File: src/rtl/rxstat_pkg.sv
package rxstat_pkg;
    localparam int BYTE_W = 8;
    localparam int MAC_W  = 48;
    localparam int FLD_W  = 16;
    localparam int LEN_W  = 16;
    localparam int RD_W   = 32;
    localparam int NUM_CNT = 2;
    localparam int CNT_UNSUP = 0;
    localparam int CNT_SIZE  = 1;
    localparam int FC_MIN_LEN = 16;
    localparam int SIZE_BIN   = 64;
    localparam logic [FLD_W-1:0] FC_OP_OK = 16'h0001;

    typedef struct packed {
        logic [MAC_W-1:0] da;
        logic [FLD_W-1:0] etype;
        logic [FLD_W-1:0] opcode;
        logic [LEN_W-1:0] len;
        logic             crc_err;
        logic             link_err;
        logic             overrun;
        logic             rx_en;
    } frame_sum_t;
endpackage

File: src/rtl/rxstat_parser.sv
module rxstat_parser
    import rxstat_pkg::*;
(
    input  logic              clk,
    input  logic              rst_n,
    input  logic              rx_valid,
    input  logic              rx_sof,
    input  logic              rx_eof,
    input  logic [BYTE_W-1:0] rx_data,
    input  logic              rx_crc_err,
    input  logic              rx_link_err,
    input  logic              rx_overrun,
    input  logic              cfg_rx_en,
    output logic              done,
    output frame_sum_t        sum
);
    localparam logic [LEN_W-1:0] LEN_MAX = '1;

    typedef struct packed {
        logic             in_frame;
        logic [LEN_W-1:0] idx;
        logic [MAC_W-1:0] da;
        logic [FLD_W-1:0] etype;
        logic [FLD_W-1:0] opcode;
        logic             done;
        frame_sum_t       sum;
    } pstate_t;

    pstate_t st_d, st_q;
    logic [LEN_W-1:0] pos_d, len_d;
    logic [MAC_W-1:0] da_w;
    logic [FLD_W-1:0] et_w, op_w;
    logic             take_d;

    always_comb begin
        st_d      = st_q;
        st_d.done = 1'b0;
        pos_d     = rx_sof ? '0 : st_q.idx;
        len_d     = (pos_d == LEN_MAX) ? LEN_MAX : pos_d + 1'b1;
        da_w      = rx_sof ? '0 : st_q.da;
        et_w      = rx_sof ? '0 : st_q.etype;
        op_w      = rx_sof ? '0 : st_q.opcode;
        take_d    = rx_valid && (rx_sof || st_q.in_frame);
        if (pos_d < LEN_W'(6)) begin
            da_w = {da_w[MAC_W-BYTE_W-1:0], rx_data};
        end
        if (pos_d == LEN_W'(12)) et_w[15:8] = rx_data;
        if (pos_d == LEN_W'(13)) et_w[7:0]  = rx_data;
        if (pos_d == LEN_W'(14)) op_w[15:8] = rx_data;
        if (pos_d == LEN_W'(15)) op_w[7:0]  = rx_data;
        if (take_d) begin
            st_d.idx    = len_d;
            st_d.da     = da_w;
            st_d.etype  = et_w;
            st_d.opcode = op_w;
            if (rx_eof) begin
                st_d.in_frame     = 1'b0;
                st_d.done         = 1'b1;
                st_d.sum.da       = da_w;
                st_d.sum.etype    = et_w;
                st_d.sum.opcode   = op_w;
                st_d.sum.len      = len_d;
                st_d.sum.crc_err  = rx_crc_err;
                st_d.sum.link_err = rx_link_err;
                st_d.sum.overrun  = rx_overrun;
                st_d.sum.rx_en    = cfg_rx_en;
            end else begin
                st_d.in_frame = 1'b1;
            end
        end
    end

    always_ff @(posedge clk) begin
        if (!rst_n) st_q <= '0;
        else        st_q <= st_d;
    end

    assign done = st_q.done;
    assign sum  = st_q.sum;

    // a summary pulse only follows an accepted end-of-frame beat
    AST_DONE_FROM_EOF: assert property (@(posedge clk) disable iff (!rst_n)
        done |-> $past(rx_valid && rx_eof)) else $error("done without eof");
    // an idle beat leaves the running length untouched
    AST_IDLE_HOLDS_LEN: assert property (@(posedge clk) disable iff (!rst_n)
        (!rx_valid && st_q.in_frame) |=> st_q.idx == $past(st_q.idx)) else $error("idle beat moved length");
endmodule

File: src/rtl/rxstat_classify.sv
module rxstat_classify
    import rxstat_pkg::*;
(
    input  logic              clk,
    input  logic              rst_n,
    input  logic              done,
    input  frame_sum_t        sum,
    input  logic [MAC_W-1:0]  cfg_station,
    input  logic [MAC_W-1:0]  cfg_fc_mcast,
    input  logic [FLD_W-1:0]  cfg_fc_type,
    output logic [NUM_CNT-1:0] inc
);
    logic addr_hit, type_hit, long_enough, fc_frame, good, size_hit;

    always_comb begin
        addr_hit    = (sum.da == cfg_fc_mcast) || (sum.da == cfg_station);
        type_hit    = (sum.etype == cfg_fc_type);
        long_enough = (sum.len >= LEN_W'(FC_MIN_LEN));
        fc_frame    = addr_hit && type_hit && long_enough;
        good        = !sum.crc_err && !sum.link_err;
        size_hit    = (sum.len == LEN_W'(SIZE_BIN));
        inc              = '0;
        inc[CNT_UNSUP]   = done && fc_frame && (sum.opcode != FC_OP_OK) && sum.rx_en;
        inc[CNT_SIZE]    = done && size_hit && good && !sum.overrun && !fc_frame;
    end

    AST_SHORT_NOT_FC: assert property (@(posedge clk) disable iff (!rst_n)
        (done && sum.len < LEN_W'(FC_MIN_LEN)) |-> !inc[CNT_UNSUP]) else $error("short frame as fc");
    AST_SIZE_NO_OVERRUN: assert property (@(posedge clk) disable iff (!rst_n)
        (done && sum.overrun) |-> !inc[CNT_SIZE]) else $error("overrun frame sized");
    AST_SIZE_EXACT: assert property (@(posedge clk) disable iff (!rst_n)
        inc[CNT_SIZE] |-> (sum.len == LEN_W'(SIZE_BIN))) else $error("size bin wrong length");
endmodule

File: src/rtl/rxstat_counter.sv
module rxstat_counter #(
    parameter int CNT_W = 32
) (
    input  logic             clk,
    input  logic             rst_n,
    input  logic             inc,
    input  logic             clr,
    output logic [CNT_W-1:0] cnt
);
    localparam logic [CNT_W-1:0] CNT_MAX = '1;

    typedef struct packed {
        logic [CNT_W-1:0] val;
    } cstate_t;

    cstate_t c_d, c_q;

    always_comb begin
        c_d = c_q;
        if (clr) begin
            c_d.val = inc ? CNT_W'(1) : '0;
        end else if (inc && (c_q.val != CNT_MAX)) begin
            c_d.val = c_q.val + 1'b1;
        end
    end

    always_ff @(posedge clk) begin
        if (!rst_n) c_q <= '0;
        else        c_q <= c_d;
    end

    assign cnt = c_q.val;

    AST_SAT_HOLD: assert property (@(posedge clk) disable iff (!rst_n)
        (c_q.val == CNT_MAX && !clr) |=> c_q.val == CNT_MAX) else $error("counter wrapped");
    AST_CLEAR_ON_READ: assert property (@(posedge clk) disable iff (!rst_n)
        clr |=> c_q.val <= CNT_W'(1)) else $error("clear left residue");
    AST_COLLIDE_ONE: assert property (@(posedge clk) disable iff (!rst_n)
        (clr && inc) |=> c_q.val == CNT_W'(1)) else $error("collision not one");
    AST_STEP_ONE: assert property (@(posedge clk) disable iff (!rst_n)
        !clr |=> (c_q.val == $past(c_q.val) || c_q.val == $past(c_q.val) + 1'b1)) else $error("bad step");
endmodule

File: src/rtl/rxstat_top.sv
module rxstat_top
    import rxstat_pkg::*;
#(
    parameter int CNT_W = 32
) (
    input  logic              clk,
    input  logic              rst_n,
    input  logic              rx_valid,
    input  logic              rx_sof,
    input  logic              rx_eof,
    input  logic [7:0]        rx_data,
    input  logic              rx_crc_err,
    input  logic              rx_link_err,
    input  logic              rx_overrun,
    input  logic [47:0]       cfg_station,
    input  logic [47:0]       cfg_fc_mcast,
    input  logic [15:0]       cfg_fc_type,
    input  logic              cfg_rx_en,
    input  logic              rd_en,
    input  logic              rd_sel,
    output logic              rd_valid,
    output logic [31:0]       rd_data
);
    typedef struct packed {
        logic            valid;
        logic [RD_W-1:0] data;
    } rd_t;

    logic                  done_w;
    frame_sum_t            sum_w;
    logic [NUM_CNT-1:0]    inc_w;
    logic [NUM_CNT-1:0]    clr_w;
    logic [CNT_W-1:0]      cnt_w [NUM_CNT];
    rd_t                   rd_d, rd_q;

    rxstat_parser u_parser (
        .clk(clk), .rst_n(rst_n),
        .rx_valid(rx_valid), .rx_sof(rx_sof), .rx_eof(rx_eof), .rx_data(rx_data),
        .rx_crc_err(rx_crc_err), .rx_link_err(rx_link_err), .rx_overrun(rx_overrun),
        .cfg_rx_en(cfg_rx_en), .done(done_w), .sum(sum_w)
    );

    rxstat_classify u_classify (
        .clk(clk), .rst_n(rst_n), .done(done_w), .sum(sum_w),
        .cfg_station(cfg_station), .cfg_fc_mcast(cfg_fc_mcast),
        .cfg_fc_type(cfg_fc_type), .inc(inc_w)
    );

    for (genvar gi = 0; gi < NUM_CNT; gi++) begin : g_cnt
        assign clr_w[gi] = rd_en && (rd_sel == 1'(gi));
        rxstat_counter #(.CNT_W(CNT_W)) u_cnt (
            .clk(clk), .rst_n(rst_n), .inc(inc_w[gi]), .clr(clr_w[gi]), .cnt(cnt_w[gi])
        );
    end

    always_comb begin
        rd_d       = rd_q;
        rd_d.valid = rd_en;
        if (rd_en) rd_d.data = RD_W'(cnt_w[rd_sel]);
    end

    always_ff @(posedge clk) begin
        if (!rst_n) rd_q <= '0;
        else        rd_q <= rd_d;
    end

    assign rd_valid = rd_q.valid;
    assign rd_data  = rd_q.data;

    AST_RD_VALID: assert property (@(posedge clk) disable iff (!rst_n)
        rd_en |=> rd_valid) else $error("no read response");
    AST_RD_OLD_VALUE: assert property (@(posedge clk) disable iff (!rst_n)
        (rd_en && !rd_sel) |=> rd_data == RD_W'($past(cnt_w[0]))) else $error("read not old value");
    AST_UNSUP_GATED: assert property (@(posedge clk) disable iff (!rst_n)
        (done_w && !sum_w.rx_en && !clr_w[CNT_UNSUP]) |=> cnt_w[CNT_UNSUP] == $past(cnt_w[CNT_UNSUP])) else $error("counted while disabled");
endmodule

File: config.mk
export PLATFORM = sky130hd
export DESIGN_NAME = rxstat_top
export DESIGN_NICKNAME = d
export VERILOG_FILES = /design/src/rtl/rxstat_pkg.sv /design/src/rtl/rxstat_parser.sv /design/src/rtl/rxstat_classify.sv /design/src/rtl/rxstat_counter.sv /design/src/rtl/rxstat_top.sv
export SDC_FILE = /design/constraint.sdc
export NUM_CORES = 1
export LEC_CHECK = 0
export CAP_MARGIN = 20
export CORE_MARGIN = 2
export CORE_UTILIZATION = 25
export DETAILED_ROUTE_END_ITERATION = 10
export GPL_TIMING_DRIVEN = 0
export PLACE_DENSITY_LB_ADDON = 0.1
export SLEW_MARGIN = 15
export SYNTH_ARGS = -nofsm -noshare
export SYNTH_HDL_FRONTEND = slang
export SYNTH_SLANG_ARGS = --single-unit
export TNS_END_PERCENT = 1
File: constraint.sdc
create_clock -name clk -period 2.3 [get_ports clk]
set_input_delay 0.23 -clock clk [delete_from_list [all_inputs] [get_ports clk]]
set_output_delay 0.23 -clock clk [all_outputs]
set_load 0.03 [all_outputs]
Word level (Yosys, flattened, before mapping)
Index checks and enable logic that the tools add are counted.

Flip-flop bits (word level): 295. Word-level logic and storage cells: 84.

Reduce and logical (&&, ||, !) cells: 25. Muxes and demuxes: 21. Bitwise logic cells: 2. Magnitude comparators: 3. Equality and inequality tests: 12. $add $sub $neg: 3.

Operators by type and width (count): 2-to-1 mux 32 bit (7); 2-to-1 mux 101 bit (1); == test 48 bit (2); 2-to-1 mux 48 bit (2); adder 32 x 1 -> 32 bit, second input constant (2); == test 16 x 4 -> 1 bit, second input constant (4); 2-to-1 mux 16 bit (4); inequality test 32 bit, second input constant (2); 2-to-1 mux 8 bit (4); adder 16 x 1 -> 16 bit, second input constant (1); == test 16 bit (1); == test 16 bit, second input constant (1); == test 16 x 7 -> 1 bit, second input constant (1); greater-or-equal comparator 16 x 5 -> 1 bit, second input constant (1); less-than comparator 16 x 3 -> 1 bit, second input constant (1); inequality test 16 x 1 -> 1 bit, second input constant (1); logical AND 1 bit (15); logical NOT 1 bit (4); AND reduction 2 bit (2); nonzero test 2 bit (2); 2-to-1 mux 1 bit (3); greater-or-equal comparator 2 bit, second input constant (1); logical OR 1 bit (2); NOT 1 -> 2 bit (1); NOT 1 bit (1).

Depth between registers and ports, before layout
Gate-level depths: netlist of run 1.

Word-level depth: 10. Gate-level depth with buffers: 12.

Modules after synthesis
A second synthesis of run 1 with hierarchy kept.

Cells, all modules: 1763. Area total of the unflattened synthesis: 15367.2 µm².

Modules (own cells, without submodules): rxstat_parser (seq. area each 3963.8 µm², times used 1, area an instance 9150.0 µm², cells an instance 1035); rxstat_counter (seq. area each 640.6 µm², times used 2, area an instance 1731.7 µm², cells an instance 208); rxstat_top (seq. area each 660.6 µm², times used 1, area an instance 1435.1 µm², cells an instance 146); rxstat_classify (seq. area each 0.0 µm², times used 1, area an instance 1318.8 µm², cells an instance 166).

Worst setup path after synthesis of run 1
OpenSTA, ideal clock, no wires.

Path type: input to register. Start: input rx_sof. End: register u_parser.st_q[190] (netlist name). Cell stages on the path: 12. Data required time: 2.214 ns. Path slack: -0.127 ns. Arrival: 2.341 ns. Path through: buf_2 clkbuf_1 nor2b_1 ha_1 and3_1 nand3_1 nor3_2 nand2_1 nor4bb_1 buf_2 nor2_1 a211oi_1.

Cells in the longest elaborated chain, start to end: 3. Elaborated cells on any way between the ends: 6. Classes of those cells: add/sub (1); eq/ne (1); mux (2); reduce/logical (2).

Ends and longest elaborated chain: start, declared (RTL line rxstat_top.sv:9) `input logic rx_sof,`; 2-to-1 mux 16 bit (RTL line rxstat_parser.sv:38) `pos_d = rx_sof ? '0 : st_q.idx;`; adder 16 x 1 -> 16 bit / == test 16 bit (equally long branches) (RTL line rxstat_parser.sv:39) `len_d = (pos_d == LEN_MAX) ? LEN_MAX : pos_d + 1'b1;`; 2-to-1 mux 16 bit (RTL line rxstat_parser.sv:39); end signal, assigned (RTL line rxstat_parser.sv:75) `else st_q <= st_d;`; end, declared (RTL line rxstat_parser.sv:29) `pstate_t st_d, st_q;`.

Parallel ways exist; a longest one is shown, timed or not. A chain may end at the register's enable or synchronous reset.

Final worst setup path of run 1
Start: register u_parser.st_q (netlist bit u_parser.sum[78]). End: register g_cnt[0].u_cnt.c_q (netlist bit g_cnt[0].u_cnt.cnt[7]).

Cells in the longest elaborated chain, start to end: 9. Elaborated cells on any way between the ends: 10. Classes of those cells: eq/ne (2); reduce/logical (8).

Ends and longest elaborated chain: == test 48 bit (RTL line rxstat_classify.sv:16) `addr_hit = (sum.da == cfg_fc_mcast) || (sum.da == cfg_station);`; logical OR 1 bit * (RTL line rxstat_classify.sv:16); logical AND 1 bit * (2 in series) (RTL line rxstat_classify.sv:19) `fc_frame = addr_hit && type_hit && long_enough;`; logical AND 1 bit * (3 in series) (RTL line rxstat_classify.sv:23) `inc[CNT_UNSUP] = done && fc_frame && (sum.opcode != FC_OP_OK) && sum.rx_en;`; logical AND 1 bit * (RTL line rxstat_counter.sv:22) `end else if (inc && (c_q.val != CNT_MAX)) begin`; nonzero test 2 bit (no source line) *; end signal, assigned (RTL line rxstat_counter.sv:28) `if (!rst_n) c_q <= '0;`; end signal, assigned (RTL line rxstat_counter.sv:29) `else c_q <= c_d;`; end, declared (RTL line rxstat_counter.sv:16) `cstate_t c_d, c_q;`.

Mark *: on every way between the ends. The rest lies on a longest branch, timed or not.

==> flow_summary.ini, run 1 <==
[clocking]
cts.sinks = 295
cts_tree = yes
path_clk_slew_ps = 60
clock_latency_ps = 560
htreeDepth = 2
clockRootBuffer = clkbuf_16
clock_path_buffers = 3
numCtsBuffers = 38

[detailed_routing]
routed.top_layer = met4
postRouteWirelength_mm = 57.3
dr.pass1.iters = 5
ant_nets = 0
wl_met2_mm = 27.6
drc = 0
wl_met1_mm = 26.1
vias = 13463
drt_iter0_markers = 885
viasPerCell = 4.99
wl_per_cell_um = 21.2
dr_wl_met3_mm = 2.17

[power]
power.total_w = 0.0127
internal_power_w = 0.00941
power_density_mw_per_mm2 = 666
clkPwrFrac_pct = 47.2
seqPwrFrac_pct = 41.8
leakage_nw = 6.63
power_switching_w = 0.00328
power_frac_comb_pct = 11.1
sw_frac_of_total_pct = 25.8
peakVddDrop_uv = 414

[worst_hold_path]
hold_start = rx_data[7]
holdPathStages = 3
hp-class = in2reg
whs_endpoint = u_parser.st_q[140]

[sta]
slew_violations = 0
finalCritPeriodShare_pct = 105
max_slew.worst_pin.slew_ps = 1090
rsz0062_at_grt = yes
finalHoldViolations = 0
fin_setup_tns_ps = -2210
fmax_mhz = 416
whs_ps = 84.5
fin_skew_ps = 35.8
fin_crit_ps = 2400
fin_ws_ps = -105
relSlewSlack_pct = 27.0
setup_violations = 52

[worst_setup_path]
critPathMaxFanout = 5
crit_required_ps = 2800
startpoint_type = register
r2r-start = u_parser.sum[78]
ff2ff_setup_slack_ps = -100
r2r_end = g_cnt[0].u_cnt.cnt[7]
reg2reg_depth = 8
worstSetupPathType = reg2reg
arrival_ps = 2900
cp-end-kind = register

[status]
violations = setup timing
status = finished, violations left

[synthesis]
synth_area_leaders = dfxtp_1 41%, xnor2_1 7.3%, mux2i_1 6.2%
syn_area_mm2 = 0.0143
ys_types = 60
muxShareOfSynthArea_pct = 6.32
synth_top_family_by_area = simple AND/OR/NAND/NOR gates
synth_area_per_cell_um2 = 8.41
synth_xor_area_share_pct = 7.49
synth_top_area_share_pct = 41.4
synth.yosys.seq_area_share_pct = 41.4
synth_largest_area_cell = dfxtp_1
syn-num-nets = 1835
synth-edff-count = 0
synth_fa_ha_area_share_pct = 0.526
synth_compound_area_share_pct = 17.2
synthArstFlopShare_pct = 0
netlist_instances = 1698
ys.flop_type = dfxtp_1
yosysWarnings = 0
synthSimpleGateAreaFrac_pct = 23.3
ys_ff_latch = 295

[flow_run]
cap_violations = 0

[finish]
nNetsFinal = 2054
synthToLayoutAreaGrowth_pct = 33.5
layout_commonest_cell = dfxtp_1
diodes = 0
layout_common_cells = 250 x dfxtp_1, 220 x nand2_1, 160 x clkdlybuf4s50_1, 141 x nor2_1, 119 x a21oi_1
drive_gt1_share_pct = 14.6

[floorplan]
top_level_ports = 164
die_width_um = 243
placementRows = 87
die_height_um = 243
die-area_mm2 = 0.0590
core_mm2 = 0.0564
start_util_pct = 25.3

[global_route]
grt_max_degree = 12
first_global_vias = 13497
antenna_found_initial = 0
overflow = 0
grt_usage_pct = 19.0
grt_first_pass_wirelength_mm = 85.8

[place]
io_buffers = 161
dp_hpwl_mm = 42.9
post-place-ws_ps = -1400
gp_congestion = 0.837
[synthesized netlist by cell type (23+ instances only)]
cell type	instances
buf_2	23
xnor2_1	119
nor2_1	146
nand3_1	35
a211oi_1	67
o21ai_0	84
a21oi_1	125
nand4_1	51
nor3b_1	37
mux2i_1	89
nand2_1	221
nor4_1	23
dfxtp_1	295
a22o_1	46
clkbuf_1	88
[worst max-delay path by stage]
| stage | start | endpoint | slack [ps] | depth (start not counted) |
|---|---|---|---|---|
| 6_report | u_parser.sum[78] | g_cnt[0].u_cnt.cnt[7] | -100 | 8 |
| 3_3_place_gp | cfg_fc_type[0] | g_cnt[0].u_cnt.cnt[5] | -2140 | 9 |
| 4_1_cts | u_parser.sum[36] | g_cnt[1].u_cnt.cnt[2] | -90 | 10 |
| 3_5_place_dp | rx_sof | u_parser.sum[94] | -1400 | 9 |
| 2_1_floorplan | rx_sof | u_parser.st_q[190] | 30 | 12 |
| 5_1_grt | u_parser.sum[50] | g_cnt[0].u_cnt.cnt[6] | -180 | 9 |
[sequential cells by signal, summed over array words and instances (netlist names)]
| signal | count |
|---|---|
| u_parser.sum | 100 |
| rd_data | 32 |
| u_parser.st_q | 97 |
| g_cnt.u_cnt.cnt | 64 |
| rd_valid | 1 |
| u_parser.done | 1 |
[per-layer routing]
layer / vias to the layer above / track usage, %
li1: 6535 / -
met1: 6574 / 25.1
met2: 283 / 32.5
met3: 71 / 2.31
met4: 0 / 5.29
met5: - / 0
[stage by stage]
step / cells / cell area [um^2] / util, %
floorplan: 1698 / 14300 / -
global placement: 2615 / 16800 / 29.9
detailed placement: 2616 / 16800 / 29.9
CTS: 2695 / 18700 / 33.2
global route: 2699 / 19100 / 33.8
finish: 2699 / 19100 / 33.8
[power groups by stage]
stage                     Clock [W]  Combinational, W  Sequential [W]
after detailed placement          0           0.00132         0.00541
after CTS                   0.00615           0.00137         0.00530
after floorplan                   0          0.000653         0.00544
final                       0.00599           0.00141         0.00530
after global placement            0           0.00132         0.00540
after global routing        0.00636           0.00151         0.00531
[critical path: stages, from the launching register on]
cell and delay [ps]:
dfxtp_1 540, xnor2_1 160, nand4_1 120, nor4_2 320, and4_4 390, o21bai_4 130
buf_4 150, or4_1 460, o21ai_1 80
[timing repair]
action / CTS / global route
endpoints found under the hold margin: 0 / 0
hold buffers: 0 / 0
setup endpoints to repair: 262 / 225
cloned: 2 / 0
pin swaps: 37 / 27
setup buffers: 14 / 5
gates resized for setup: 157 / 96
[area by class of cell]
| class | count | area (um^2) |
|---|---|---|
| Fill cell | 6027 | 37300 |
| Multi-Input combinational cell | 1270 | 8380 |
| Sequential cell | 295 | 5960 |
| Timing Repair Buffer | 182 | 1790 |
| Clock buffer | 55 | 1150 |
| Tap cell | 756 | 946 |
| Buffer | 119 | 696 |
| Clock inverter | 11 | 91.3 |
| Inverter | 11 | 41.3 |
[logic make-up after synthesis]
family / Yosys count
AOI/OAI and AO/OA: 386
and+or+nand+nor: 665
muxes: 90
buffers and inverters: 134
DFF: 295
adders and majority gates: 6
xor gates and xnor gates: 122
Power figures use the tool's default switching activity.
==> run 2: changes to the inputs <==
- CORE_MARGIN: 2 -> 3
==> flow_summary.ini, run 2 (synthesized netlist as in run 1, its figures left out) <==
[clocking]
path_clk_slew_ps = 60
clock_latency_ps = 560
cts.sinks = 295
cts_tree = yes
cts_hold_buf = 0
htreeDepth = 2
clockRootBuffer = clkbuf_16
numCtsBuffers = 38
clock_path_buffers = 3

[finish]
stdcell_count = 2679
layout_common_cells = 259 x dfxtp_1, 220 x nand2_1, 160 x clkdlybuf4s50_1, 143 x nor2_1, 121 x a21oi_1
fillers = 5840
final_area_mm2 = 0.0189
drive_gt1_share_pct = 13.0
layout_commonest_cell = dfxtp_1
synthToLayoutAreaGrowth_pct = 32.1
diodes = 0
nNetsFinal = 2044
largest_reg_flops = 100

[worst_setup_path]
worstSetupPathType = reg2reg
crit_slowest_cell = nor4_4
cp-end-kind = register
arrival_ps = 2880
crit_top_cell = nor4_4
critPathMaxFanout = 9
critPathBufInv = 1
critical_path.top_delay_family = simple AND/OR/NAND/NOR gates
startpoint_type = register
crit_required_ps = 2780
crit_chain = xnor2_2 -> nand4_1 -> nor4_4 -> and4_4 -> o21bai_4 -> clkbuf_16 -> nor4_4 -> mux2i_1
max_stage_delay_ps = 390

[sta]
fin_ws_ps = -95.8
fin_skew_ps = 33.9
slew_violations = 0
fmax_mhz = 417
fin_setup_tns_ps = -1820
relSlewSlack_pct = 38.3
finalHoldViolations = 0
max_slew.worst_pin.slew_ps = 925
fin_crit_ps = 2400
setup_violations = 45
rsz0062_at_grt = yes
finalCritPeriodShare_pct = 104

[place]
postPlaceCellArea_mm2 = 0.0168
dp_hpwl_mm = 42.8
gp_congestion = 0.848
io_buffers = 161
dp_cells = 2608

[power]
internal_power_w = 0.00940
power_frac_comb_pct = 10.9
power_switching_w = 0.00325
power_density_mw_per_mm2 = 671
seqPwrFrac_pct = 41.9
sw_frac_of_total_pct = 25.7
peakVddDrop_uv = 489
leakage_nw = 6.52
clkPwrFrac_pct = 47.2

[detailed_routing]
viasPerCell = 5.00
wl_per_cell_um = 21.2
postRouteWirelength_mm = 56.8
ant_nets = 0
vias = 13387
dr.pass1.iters = 5
drc = 0
drt_iter0_markers = 790

[floorplan]
core_mm2 = 0.0557
die_height_um = 245
start_util_pct = 25.6
placementRows = 86
top_level_ports = 164
die_width_um = 245
die-area_mm2 = 0.0600

[worst_hold_path]
hp-class = in2reg

[global_route]
grt_max_degree = 13
grt_usage_pct = 18.6
grt_first_pass_wirelength_mm = 85.2
first_global_vias = 13163
overflow = 0
antenna_found_initial = 0

[flow_run]
cap_violations = 0

[status]
violations = setup timing
status = finished, violations left
run 2: cell types whose count changed in the layout (fill, tap and decap cells not counted), sizes merged:
cell,change
clkinvlp,+1
clkbuf,+2
inv,+2
bufinv,+1
clkinv,-8
buf,-9
o21bai,-1
run 2: power groups by stage:
stage	clock [W]	combinational (W)	sequential, W
after global placement	0	0.00131	0.00541
after floorplan	0	0.000653	0.00544
after detailed placement	0	0.00132	0.00541
final	0.00597	0.00138	0.00530
after global routing	0.00634	0.00148	0.00531
after CTS	0.00613	0.00136	0.00530
run 2: timing repair:
action | CTS | global route
resized for setup | 127 | 96
setup buffers | 9 | 2
pin swaps | 28 | 23
cloned | 1 | 0
setup endpoints to repair | 262 | 236
run 2: worst paths after layout:
path	slack (ps)	startpoint	to	cells after the start
max	-100	u_parser.sum[87]	g_cnt[0].u_cnt.cnt[5]	8
min	70	rx_data[7]	u_parser.st_q[140]	3
max reg2reg	-100	u_parser.sum[87]	g_cnt[0].u_cnt.cnt[5]	8
min reg2reg	450	u_parser.sum[16]	u_parser.sum[16]	2
run 2: layer usage:
layer	vias up	GRT usage, %	routed length, um
li1	6521	-	-
met1	6440	25.3	26200
met3	77	2.20	2510
met2	349	31.3	26900
met4	0	5.14	1180
met5	-	0	0
run 2: final cells by class:
class | instances | area, um^2 | area share (%)
Buffer | 118 | 653 | 3.46
Clock buffer | 57 | 1120 | 5.96
Clock inverter | 7 | 106 | 0.564
Inverter | 11 | 41.3 | 0.219
Multi-Input combinational cell | 1269 | 8330 | 44.2
Sequential cell | 295 | 5950 | 31.6
Tap cell | 748 | 936 | 4.96
Timing Repair Buffer | 174 | 1720 | 9.10
run 2: worst reg2reg max path, cell delays in order (launching register included):
cell and delay (ps):
dfxtp_2 360, xnor2_2 200, nand4_1 180, nor4_4 390, and4_4 360, o21bai_4 150
clkbuf_16 210, nor4_4 270, mux2i_1 200
run 2: through the flow:
stage	setup WS [ps]	hold WS, ps	power [W]	util (%)
floorplan	26.5	356	0.00609	-
global placement	-2110	436	0.00672	30.2
detailed placement	-1460	441	0.00673	30.2
CTS	-124	43.5	0.0128	33.3
global route	-175	58.0	0.0131	33.8
finish	-95.8	71.3	0.0126	33.8
